File: config.mk
export PLATFORM = sky130hd
export DESIGN_NAME = dds_word_loader
export DESIGN_NICKNAME = d
export VERILOG_FILES = /design/src/rtl/dds_ldr_pkg.sv /design/src/rtl/dds_mult.sv /design/src/rtl/dds_frame_tx.sv /design/src/rtl/dds_word_loader.sv
export SDC_FILE = /design/constraint.sdc
export NUM_CORES = 1
export LEC_CHECK = 0
export BUFFER_PORTS_ARGS = -buffer_cell sky130_fd_sc_hd__buf_2
export CELL_PAD_IN_SITES_DETAIL_PLACEMENT = 1
export CELL_PAD_IN_SITES_GLOBAL_PLACEMENT = 2
export CORE_MARGIN = 2
export CORE_UTILIZATION = 38
export DETAILED_ROUTE_END_ITERATION = 8
export GPL_TIMING_DRIVEN = 0
export PLACE_DENSITY = 0.85
export SYNTH_ARGS = -nofsm -noshare
export SYNTH_HDL_FRONTEND = slang
export SYNTH_SLANG_ARGS = --single-unit
File: constraint.sdc
create_clock -name clk -period 3.49 [get_ports clk]
set_input_delay 0.349 -clock clk [delete_from_list [all_inputs] [get_ports clk]]
set_output_delay 0.349 -clock clk [all_outputs]
set_load 0.01 [all_outputs]
File: src/rtl/dds_ldr_pkg.sv
package dds_ldr_pkg;

    localparam int WORD_W      = 32;
    localparam int FRAME_W     = 16;
    localparam int INIT_FRAMES = 3;
    localparam int LOAD_FRAMES = 5;

    typedef enum logic [2:0] {
        T_INIT_GO,
        T_INIT_WAIT,
        T_IDLE,
        T_MULT,
        T_LOAD_GO,
        T_LOAD_WAIT
    } seq_state_t;

    typedef enum logic [2:0] {
        SR_IDLE,
        SR_LOW,
        SR_HIGH,
        SR_TAIL,
        SR_GAP
    } ser_state_t;

    // wake-up sequence: sleep+reset+clear, then sync/source select, then release
    function automatic logic [FRAME_W-1:0] init_frame(input logic [2:0] idx);
        logic [7:0] hi;
        unique case (idx)
            3'd0:    hi = 8'hF8;
            3'd1:    hi = 8'hB0;
            default: hi = 8'hC0;
        endcase
        return {hi, 8'h00};
    endfunction

    // staged load frames (even index = defer, odd = commit pair), then bank select
    function automatic logic [FRAME_W-1:0] load_frame(input logic [2:0]        idx,
                                                      input logic              bank,
                                                      input logic [WORD_W-1:0] word);
        logic [7:0] hi;
        logic [7:0] lo;
        if (idx == 3'd4) begin
            hi = bank ? 8'h58 : 8'h50;
            lo = 8'h00;
        end else begin
            hi = {3'b001, ~idx[0], 1'b0, bank, idx[1:0]};
            lo = word[8*idx[1:0] +: 8];
        end
        return {hi, lo};
    endfunction

endpackage

File: src/rtl/dds_mult.sv
module dds_mult #(
    parameter int FREQ_W    = 24,
    parameter int CAL_W     = 32,
    parameter int PRE_SHIFT = 8
) (
    input  logic              clk,
    input  logic              rst_n,
    input  logic              go,
    input  logic [FREQ_W-1:0] freq,
    input  logic [CAL_W-1:0]  cal,
    output logic              done,
    output logic [CAL_W-1:0]  word
);

    localparam int CNT_W = $clog2(CAL_W);

    logic [CAL_W-1:0] acc;
    logic [CAL_W-1:0] cal_sh;
    logic [CAL_W-1:0] addend;
    logic [CNT_W-1:0] cnt;
    logic             running;
    logic [CAL_W:0]   sum;

    always_comb begin
        sum = {1'b0, acc} + (cal_sh[0] ? {1'b0, addend} : '0);
    end

    always_ff @(posedge clk or negedge rst_n) begin
        if (!rst_n) begin
            acc     <= '0;
            cal_sh  <= '0;
            addend  <= '0;
            cnt     <= '0;
            running <= 1'b0;
            done    <= 1'b0;
        end else if (go) begin
            acc     <= '0;
            cal_sh  <= cal;
            addend  <= CAL_W'({freq, {PRE_SHIFT{1'b0}}});
            cnt     <= '0;
            running <= 1'b1;
            done    <= 1'b0;
        end else if (running) begin
            acc    <= sum[CAL_W:1];
            cal_sh <= cal_sh >> 1;
            cnt    <= cnt + 1'b1;
            if (cnt == CNT_W'(CAL_W - 1)) begin
                running <= 1'b0;
                done    <= 1'b1;
            end
        end else begin
            done <= 1'b0;
        end
    end

    assign word = acc;

    // the product is flagged ready only as the step loop ends
    a_r7_done_after_run: assert property (@(posedge clk) disable iff (!rst_n)
        $rose(done) |-> $past(running) && !running);

endmodule

File: src/rtl/dds_frame_tx.sv
module dds_frame_tx #(
    parameter int FRAME_W  = 16,
    parameter int HALF_DIV = 2
) (
    input  logic               clk,
    input  logic               rst_n,
    input  logic               go,
    input  logic [FRAME_W-1:0] frame,
    output logic               sdata,
    output logic               sclk,
    output logic               sync_n,
    output logic               done
);
    import dds_ldr_pkg::*;

    localparam int TICK_W = (HALF_DIV < 2) ? 1 : $clog2(HALF_DIV);
    localparam int BIT_W  = $clog2(FRAME_W);

    ser_state_t         st, st_nxt;
    logic [TICK_W-1:0]  tick;
    logic [BIT_W-1:0]   bitcnt;
    logic [FRAME_W-1:0] shreg;
    logic               half_end;
    logic               last_bit;

    assign half_end = (tick == TICK_W'(HALF_DIV - 1));
    assign last_bit = (bitcnt == BIT_W'(FRAME_W - 1));

    always_comb begin
        st_nxt = st;
        unique case (st)
            SR_IDLE: if (go)       st_nxt = SR_LOW;
            SR_LOW:  if (half_end) st_nxt = SR_HIGH;
            SR_HIGH: if (half_end) st_nxt = last_bit ? SR_TAIL : SR_LOW;
            SR_TAIL: if (half_end) st_nxt = SR_GAP;
            SR_GAP:  if (half_end) st_nxt = SR_IDLE;
            default:               st_nxt = SR_IDLE;
        endcase
    end

    always_ff @(posedge clk or negedge rst_n) begin
        if (!rst_n) begin
            st     <= SR_IDLE;
            tick   <= '0;
            bitcnt <= '0;
            shreg  <= '0;
        end else begin
            st <= st_nxt;
            if (st == SR_IDLE || half_end) tick <= '0;
            else                           tick <= tick + 1'b1;
            if (st == SR_IDLE) begin
                bitcnt <= '0;
                if (go) shreg <= frame;
            end else if (st == SR_HIGH && half_end && !last_bit) begin
                bitcnt <= bitcnt + 1'b1;
                shreg  <= {shreg[FRAME_W-2:0], 1'b0};
            end
        end
    end

    always_comb begin
        sync_n = (st == SR_IDLE) || (st == SR_GAP);
        sclk   = (st == SR_HIGH);
        sdata  = (st == SR_LOW || st == SR_HIGH) ? shreg[FRAME_W-1] : 1'b0;
        done   = (st == SR_GAP) && half_end;
    end

    // serial clock only pulses inside a frame
    a_r2_sclk_in_frame: assert property (@(posedge clk) disable iff (!rst_n)
        sclk |-> !sync_n);

    // data holds while the serial clock is high
    a_r3_data_stable: assert property (@(posedge clk) disable iff (!rst_n)
        (sclk && $past(sclk)) |-> $stable(sdata));

endmodule

File: src/rtl/dds_word_loader.sv
module dds_word_loader #(
    parameter int          FREQ_W    = 24,
    parameter int          PRE_SHIFT = 8,
    parameter int          HALF_DIV  = 2,
    parameter logic [31:0] CAL_CONST = 32'hABCC7712
) (
    input  logic              clk,
    input  logic              rst_n,
    input  logic              start,
    input  logic [FREQ_W-1:0] freq_in,
    output logic              busy,
    output logic [FREQ_W-1:0] freq_copy,
    output logic              dds_sdata,
    output logic              dds_sclk,
    output logic              dds_sync_n
);
    import dds_ldr_pkg::*;

    seq_state_t          state, state_nxt;
    logic [2:0]          idx;
    logic                bank;
    logic                mult_go;
    logic                mult_done;
    logic [WORD_W-1:0]   word;
    logic                ser_go;
    logic                ser_done;
    logic [FRAME_W-1:0]  ser_frame;

    // ---- state register ----
    always_ff @(posedge clk or negedge rst_n) begin
        if (!rst_n) state <= T_INIT_GO;
        else        state <= state_nxt;
    end

    // ---- next state ----
    always_comb begin
        state_nxt = state;
        unique case (state)
            T_INIT_GO:   state_nxt = T_INIT_WAIT;
            T_INIT_WAIT: if (ser_done)
                             state_nxt = (idx == 3'(INIT_FRAMES - 1)) ? T_IDLE : T_INIT_GO;
            T_IDLE:      if (start) state_nxt = T_MULT;
            T_MULT:      if (mult_done) state_nxt = T_LOAD_GO;
            T_LOAD_GO:   state_nxt = T_LOAD_WAIT;
            T_LOAD_WAIT: if (ser_done)
                             state_nxt = (idx == 3'(LOAD_FRAMES - 1)) ? T_IDLE : T_LOAD_GO;
            default:     state_nxt = T_IDLE;
        endcase
    end

    // ---- datapath registers ----
    always_ff @(posedge clk or negedge rst_n) begin
        if (!rst_n) begin
            idx       <= '0;
            bank      <= 1'b1;
            freq_copy <= '0;
        end else begin
            if (state == T_IDLE && start) freq_copy <= freq_in;
            if (state == T_MULT) idx <= '0;
            if ((state == T_INIT_WAIT || state == T_LOAD_WAIT) && ser_done) begin
                if (state_nxt == T_IDLE) idx <= '0;
                else                     idx <= idx + 1'b1;
            end
            if (state == T_LOAD_WAIT && ser_done && state_nxt == T_IDLE) bank <= ~bank;
        end
    end

    // ---- outputs ----
    always_comb begin
        busy      = (state != T_IDLE);
        mult_go   = (state == T_IDLE) && start;
        ser_go    = (state == T_INIT_GO) || (state == T_LOAD_GO);
        ser_frame = (state == T_INIT_GO) ? init_frame(idx) : load_frame(idx, bank, word);
    end

    dds_mult #(
        .FREQ_W    (FREQ_W),
        .CAL_W     (WORD_W),
        .PRE_SHIFT (PRE_SHIFT)
    ) u_mult (
        .clk   (clk),
        .rst_n (rst_n),
        .go    (mult_go),
        .freq  (freq_in),
        .cal   (CAL_CONST),
        .done  (mult_done),
        .word  (word)
    );

    dds_frame_tx #(
        .FRAME_W  (FRAME_W),
        .HALF_DIV (HALF_DIV)
    ) u_tx (
        .clk    (clk),
        .rst_n  (rst_n),
        .go     (ser_go),
        .frame  (ser_frame),
        .sdata  (dds_sdata),
        .sclk   (dds_sclk),
        .sync_n (dds_sync_n),
        .done   (ser_done)
    );

    // the link rests with sync high and clock low while idle
    a_r2_sync_idle: assert property (@(posedge clk) disable iff (!rst_n)
        (state == T_IDLE) |-> (dds_sync_n && !dds_sclk));

    // an accepted request raises busy on the next edge
    a_r5_busy_on_start: assert property (@(posedge clk) disable iff (!rst_n)
        (start && !busy) |=> busy);

    // a request during busy leaves the snapshot alone
    a_r6_hold_copy: assert property (@(posedge clk) disable iff (!rst_n)
        (start && busy) |=> $stable(freq_copy));

    // the multiplier reports completion only while the sequencer waits for it
    a_r7_mult_in_state: assert property (@(posedge clk) disable iff (!rst_n)
        mult_done |-> (state == T_MULT));

endmodule

# ---- Yosys cells after proc, flatten, opt, wreduce, memory -nomap -nowiden
# Cells that the tools add are included.
dict set report word_totals {
  ramBits 0
  rom_bits 0
  elab_cells 106
  latch_bits 0
  output_inout_bits 28
  n_memories 0
  reg_bits 126
}
dict set report classes {
  n_reduce_logical 21
  shifts 1
  add_sub_neg 5
  mux 42
  n_bitwise 2
  magnitude_cmp 0
  div_mod_pow 0
  mul 0
  eq_ne 22
}
# op n
set ops {}
lappend ops {{32-bit two-way mux} 5}
lappend ops {{16-bit two-way mux} 4}
lappend ops {{3-bit two-way mux} 13}
lappend ops {{32-bit by 33-bit adder with 33-bit output} 1}
lappend ops {{32-bit by 6-bit indexed part select with 8-bit output} 1}
lappend ops {{3-bit by 2-bit equality test with 1-bit output (second input constant)} 6}
lappend ops {{3-bit case mux with 6 select lines} 1}
lappend ops {{3-bit case mux with 5 select lines} 1}
lappend ops {{7-bit case mux with 2 select lines} 1}
lappend ops {{3-bit equality test (second input constant)} 4}
lappend ops {{4-bit two-way mux} 3}
lappend ops {{5-bit two-way mux} 2}
lappend ops {{3-bit by 1-bit equality test with 1-bit output (second input constant)} 3}
lappend ops {{3-bit logical NOT} 3}
lappend ops {{1-bit two-way mux} 8}
lappend ops {{8-bit two-way mux} 1}
lappend ops {{2-bit by 1-bit inequality test with 1-bit output (second input constant)} 4}
lappend ops {{1-bit logical AND} 7}
lappend ops {{7-bit two-way mux} 1}
lappend ops {{2-bit nonzero test} 3}
lappend ops {{5-bit by 1-bit adder with 5-bit output (second input constant)} 1}
lappend ops {{5-bit equality test (second input constant)} 1}
lappend ops {{1-bit logical OR} 5}
lappend ops {{5-bit AND reduction} 1}
lappend ops {{11 further kinds} 13}

# ---- Depth between registers and ports, before layout
dict set report logic_depth {
  word_depth 7
  ltp_mapped 12
  mapped_depth_nobuf 11
}

# ---- Modules after synthesis
# A second synthesis with hierarchy kept.
dict set report unflattened {
  cells_unflattened 763
  area_unflattened_um2 8461.9
}
# mod seq_area_each_um2 area_each_um2 n_inst cells_each
set by_module_without_submodules {}
lappend by_module_without_submodules {dds_mult 2377.3 5444.0 1 527}
lappend by_module_without_submodules {dds_word_loader 777.0 1697.9 1 134}
lappend by_module_without_submodules {dds_frame_tx 600.6 1320.0 1 102}

# ---- Worst setup path before layout
# No wires, ideal clock.
dict set report synth_timing {
  path_kind {register -> register}
  startpoint {register u_mult.cal_sh[0]}
  endpoint {register u_mult.acc[30], in the netlist u_mult.word[30]}
  slack_ns 0.849
  setup_time_ns 0.126
  stages_incl_launch_ff 12
  period_less_slack_ns 2.641
  arrival_ns 2.515
  path_cell_list {dfrtp_1 > clkbuf_1 > and2_1 > ha_1 > a21oi_1 > nand2_1 > a31oi_2 > o21ai_2 > a311oi_2 > o21ai_1 > mux2i_1 > a311o_1}
}
dict set report synth_via {
  elab_chain_cells 4
}
# element line
set synth_lines {}
lappend synth_lines {{from (decl)} dds_mult.sv:18} ;# logic [CAL_W-1:0] cal_sh;
lappend synth_lines {{from (signal assigned)} dds_mult.sv:38} ;# cal_sh <= cal;
lappend synth_lines {{from (signal assigned)} dds_mult.sv:45} ;# cal_sh <= cal_sh >> 1;
lappend synth_lines {{32-bit two-way mux} dds_mult.sv:25} ;# sum = {1'b0, acc} + (cal_sh[0] ? {1'b0, addend} : '0);
lappend synth_lines {{32-bit by 33-bit adder with 33-bit output} dds_mult.sv:25}
lappend synth_lines {{32-bit two-way mux} dds_mult.sv:43} ;# end else if (running) begin
lappend synth_lines {{32-bit two-way mux} dds_mult.sv:36} ;# end else if (go) begin
lappend synth_lines {{to (signal assigned)} dds_mult.sv:44} ;# acc <= sum[CAL_W:1];
lappend synth_lines {{to (decl)} dds_mult.sv:17} ;# logic [CAL_W-1:0] acc;
# Every way passes these cells. The select of a mux whose other input is x is not followed.
# A chain may end at the register's enable or synchronous reset.

# ---- Worst setup path after layout
dict set report layout_timing {
  startpoint {register u_mult.cal_sh[0]}
  endpoint {register u_mult.acc[27], in the netlist u_mult.word[27]}
}
# Same word-level chain as after synthesis.

==> impl_metrics.json <==
{
  "status": "finished clean",
  "cts_sinks": 126,
  "reg2reg_from": "u_mult.cal_sh[0]",
  "post_cts_buffers": 0,
  "total_power_mw": 6.40,
  "ys_seq_area_frac": 0.461,
  "io_pins": 55,
  "max_stage_delay_ns": 0.47,
  "synthTopCellsByArea": "dfrtp_1 (46%), mux2i_1 (8.0%), nand2_1 (6.7%), ha_1 (5.7%), nor2_1 (5.3%)",
  "clockBufferDepth": 2,
  "syn_area_per_cell_um2": 9.48,
  "ys_ff_latch": 126,
  "grt_use_met3": 0.0381,
  "fin_setup_tns_ns": 0,
  "power.density_mw_per_mm2": 789,
  "dieArea_mm2": 0.0191,
  "drtPass1Iterations": 4,
  "synth_edf_count": 0,
  "die_h_um": 138,
  "async_reset_ff_frac": 1.00,
  "endpoint_kind": "register",
  "finalHoldViolations": 0,
  "drv_slew": 0,
  "layout.cells.non_filler": 1039,
  "cts_max_level": 4,
  "layout.nets": 856,
  "yosysMostFrequentCell": "dfrtp_1",
  "gp_congestion": 0.894,
  "overflow": 0,
  "dp_hpwl_mm": 13.9,
  "layout-drive-gt1-share": 0.135,
  "critical_path.top_delay_family": "compound AO/OA/AOI/OAI gates",
  "cts_buffers": 17,
  "grt_first_pass_wirelength_mm": 31.4,
  "netlist_instances": 722,
  "cp.required_ns": 3.76,
  "wl_per_cell_um": 18.1,
  "gr-usage-met1": 0.251,
  "vias": 5598,
  "crit_slowest_cell": "dfrtp_1",
  "initial_core_util": 0.384,
  "multi_input_area_mm2": 0.00349,
  "netlist_area_mm2": 0.00685,
  "synth_nets": 781,
  "hp-start": "freq_in[18]",
  "routed_wl_mm": 18.8,
  "finalCritPeriodShare": 0.940,
  "regArea_mm2": 0.00315,
  "synth.distinct_cells": 53,
  "yosysTopAreaCell": "dfrtp_1",
  "crit_path_frequent_cell": "o22ai_1",
  "crit_start": "u_mult.cal_sh[0]",
  "dp.cells": 1006,
  "min_period_ns": 3.28,
  "rsz0062_at_grt": "false",
  "synthTopCellsByCount": "dfrtp_1 (125), nand2_1 (123), nor2_1 (96), mux2i_1 (55), clkbuf_1 (35)",
  "coreArea_mm2": 0.0178,
  "critPathLaunchType": "register",
  "grt_use_total": 0.205,
  "synthToLayoutAreaGrowth_pct": 18.4,
  "yosysTopAreaCellShare": 0.457,
  "drc": 0,
  "drtIter0Drc": 245,
  "ys.flop_type": "dfrtp_1",
  "crit_fanout": 10,
  "clock_latency_ns": 0.42,
  "skew_ns": 0.00691,
  "grt_pass1_vias": 6078,
  "drv_cap": 0,
  "n_antenna_cell": 0,
  "cp_cell_sequence": "clkbuf_2 -> and2_1 -> ha_1 -> fa_1 -> a21oi_1 -> o22ai_1 -> o31ai_4 -> nor4_1 -> nor2_1 -> nand2b_1 -> xnor2_1 -> o22ai_1",
  "portBuffers": 54,
  "ys_warn_count": 0,
  "max_freq_mhz": 305,
  "grt_max_degree": 74,
  "setup_viol": 0,
  "worst-path-buf-inv": 1,
  "clk_pin_slew_worst_paths_ns": 0.06,
  "ir_worst_vdd_mv": 0.425,
  "antenna_found_initial": 0,
  "hp-class": "primary input to register",
  "worstPathArrival_ns": 3.55,
  "p_leak_nw": 3.86,
  "die_w_um": 138,
  "cts_tree": "done",
  "fp-row-count": 49,
  "critPathKind": "register to register",
  "fill_cells": 2080,
  "tightestPinTransition_ns": 0.885,
  "clockRootBuffer": "clkbuf_16",
  "met2_usage": 0.363,
  "vias_per_cell": 5.39,
  "ant_nets": 0,
  "top_usage_layer": "met2",
  "max_slew_margin": 0.410
}
worst reg2reg max path: cells and delay by family (launching register included):
family | cells | cell delay (ns)
DFF | 1 | 0.47
and+or+nand+nor | 4 | 0.67
adders and majority gates | 2 | 0.62
xor gates and xnor gates | 1 | 0.20
buffers and inverters | 1 | 0.25
AOI/OAI and AO/OA | 4 | 0.92
report_power, final:
part	leakage (nW)	switching, mW	internal (mW)
Combinational	1.93	1.36	0.978
Sequential	1.61	0.313	1.79
Clock	0.309	0.660	1.30
Total	3.86	2.33	4.06
worst paths after layout:
kind	slack, ns	end	cells after the start
worst max-delay path	0.21	u_mult.word[27]	12
worst min-delay path	0.12	u_mult.addend[26]	3
worst max register to register	0.21	u_mult.word[27]	12
worst min register to register	0.49	u_mult.cal_sh[31]	1
max in group asynchronous	2.29	u_mult.addend[18]	3
min in group asynchronous	0.46	u_tx.st[2]	2
routing by layer:
metal | vias up | share of wire
li1 | 2641 | -
met1 | 2837 | 0.44
met2 | 89 | 0.51
met3 | 31 | 0.026
met4 | 0 | 0.022
met5 | - | 0
area by class of cell:
| type | instances | share of cell area |
|---|---|---|
| Inverter | 12 | 0.00556 |
| Timing Repair Buffer | 56 | 0.0388 |
| Sequential cell | 126 | 0.389 |
| Buffer | 43 | 0.0208 |
| Clock buffer | 21 | 0.0568 |
| Clock inverter | 11 | 0.0232 |
| Multi-Input combinational cell | 541 | 0.430 |
| Tap cell | 229 | 0.0354 |
state kept, by name, indices dropped and copies added, names as in the netlist, 3 cells and up:
signal         flops
u_mult.word       32
u_mult.addend     24
idx                3
u_mult.cnt         5
u_tx.st            3
u_tx.bitcnt        4
state              3
u_mult.cal_sh     32
u_tx.shreg        16
per-stage QoR:
step,area (um2),worst slack (ns),utilization,hold WS [ns]
6_report,8100,0.211,0.454,0.120
5_1_grt,8100,0.0189,0.454,0.111
4_1_cts,8090,0.00663,0.454,0.106
3_5_place_dp,7440,0.0906,0.417,0.346
3_3_place_gp,7400,0.183,0.415,0.454
2_1_floorplan,6850,0.849,-,0.0534
logic make-up after synthesis:
family                     count (synthesis)  share of synthesized area
AOI/OAI and AO/OA                        119                      0.115
xor gates and xnor gates                  27                     0.0345
adders and majority gates                 32                     0.0596
buffers and inverters                     55                     0.0311
DFF                                      126                      0.461
muxes                                     64                      0.108
and+or+nand+nor                          299                      0.191
cell usage in the layout (no fill, tap or decap), types with 17 or more instances in the layout:
cell type,instances
nand2_1,123
ha_1,31
clkbuf_16,17
nor2_1,96
dfrtp_1,125
clkbuf_1,36
o21ai_0,25
buf_2,58
and2_1,25
mux2i_1,55
a21oi_1,32
what timing repair did:
item,CTS,global route
resized for setup,0,3
endpoints found under the setup margin,0,7
hold buffers,1,0
endpoints found under the hold margin,52,0
Power figures use the tool's default switching activity.
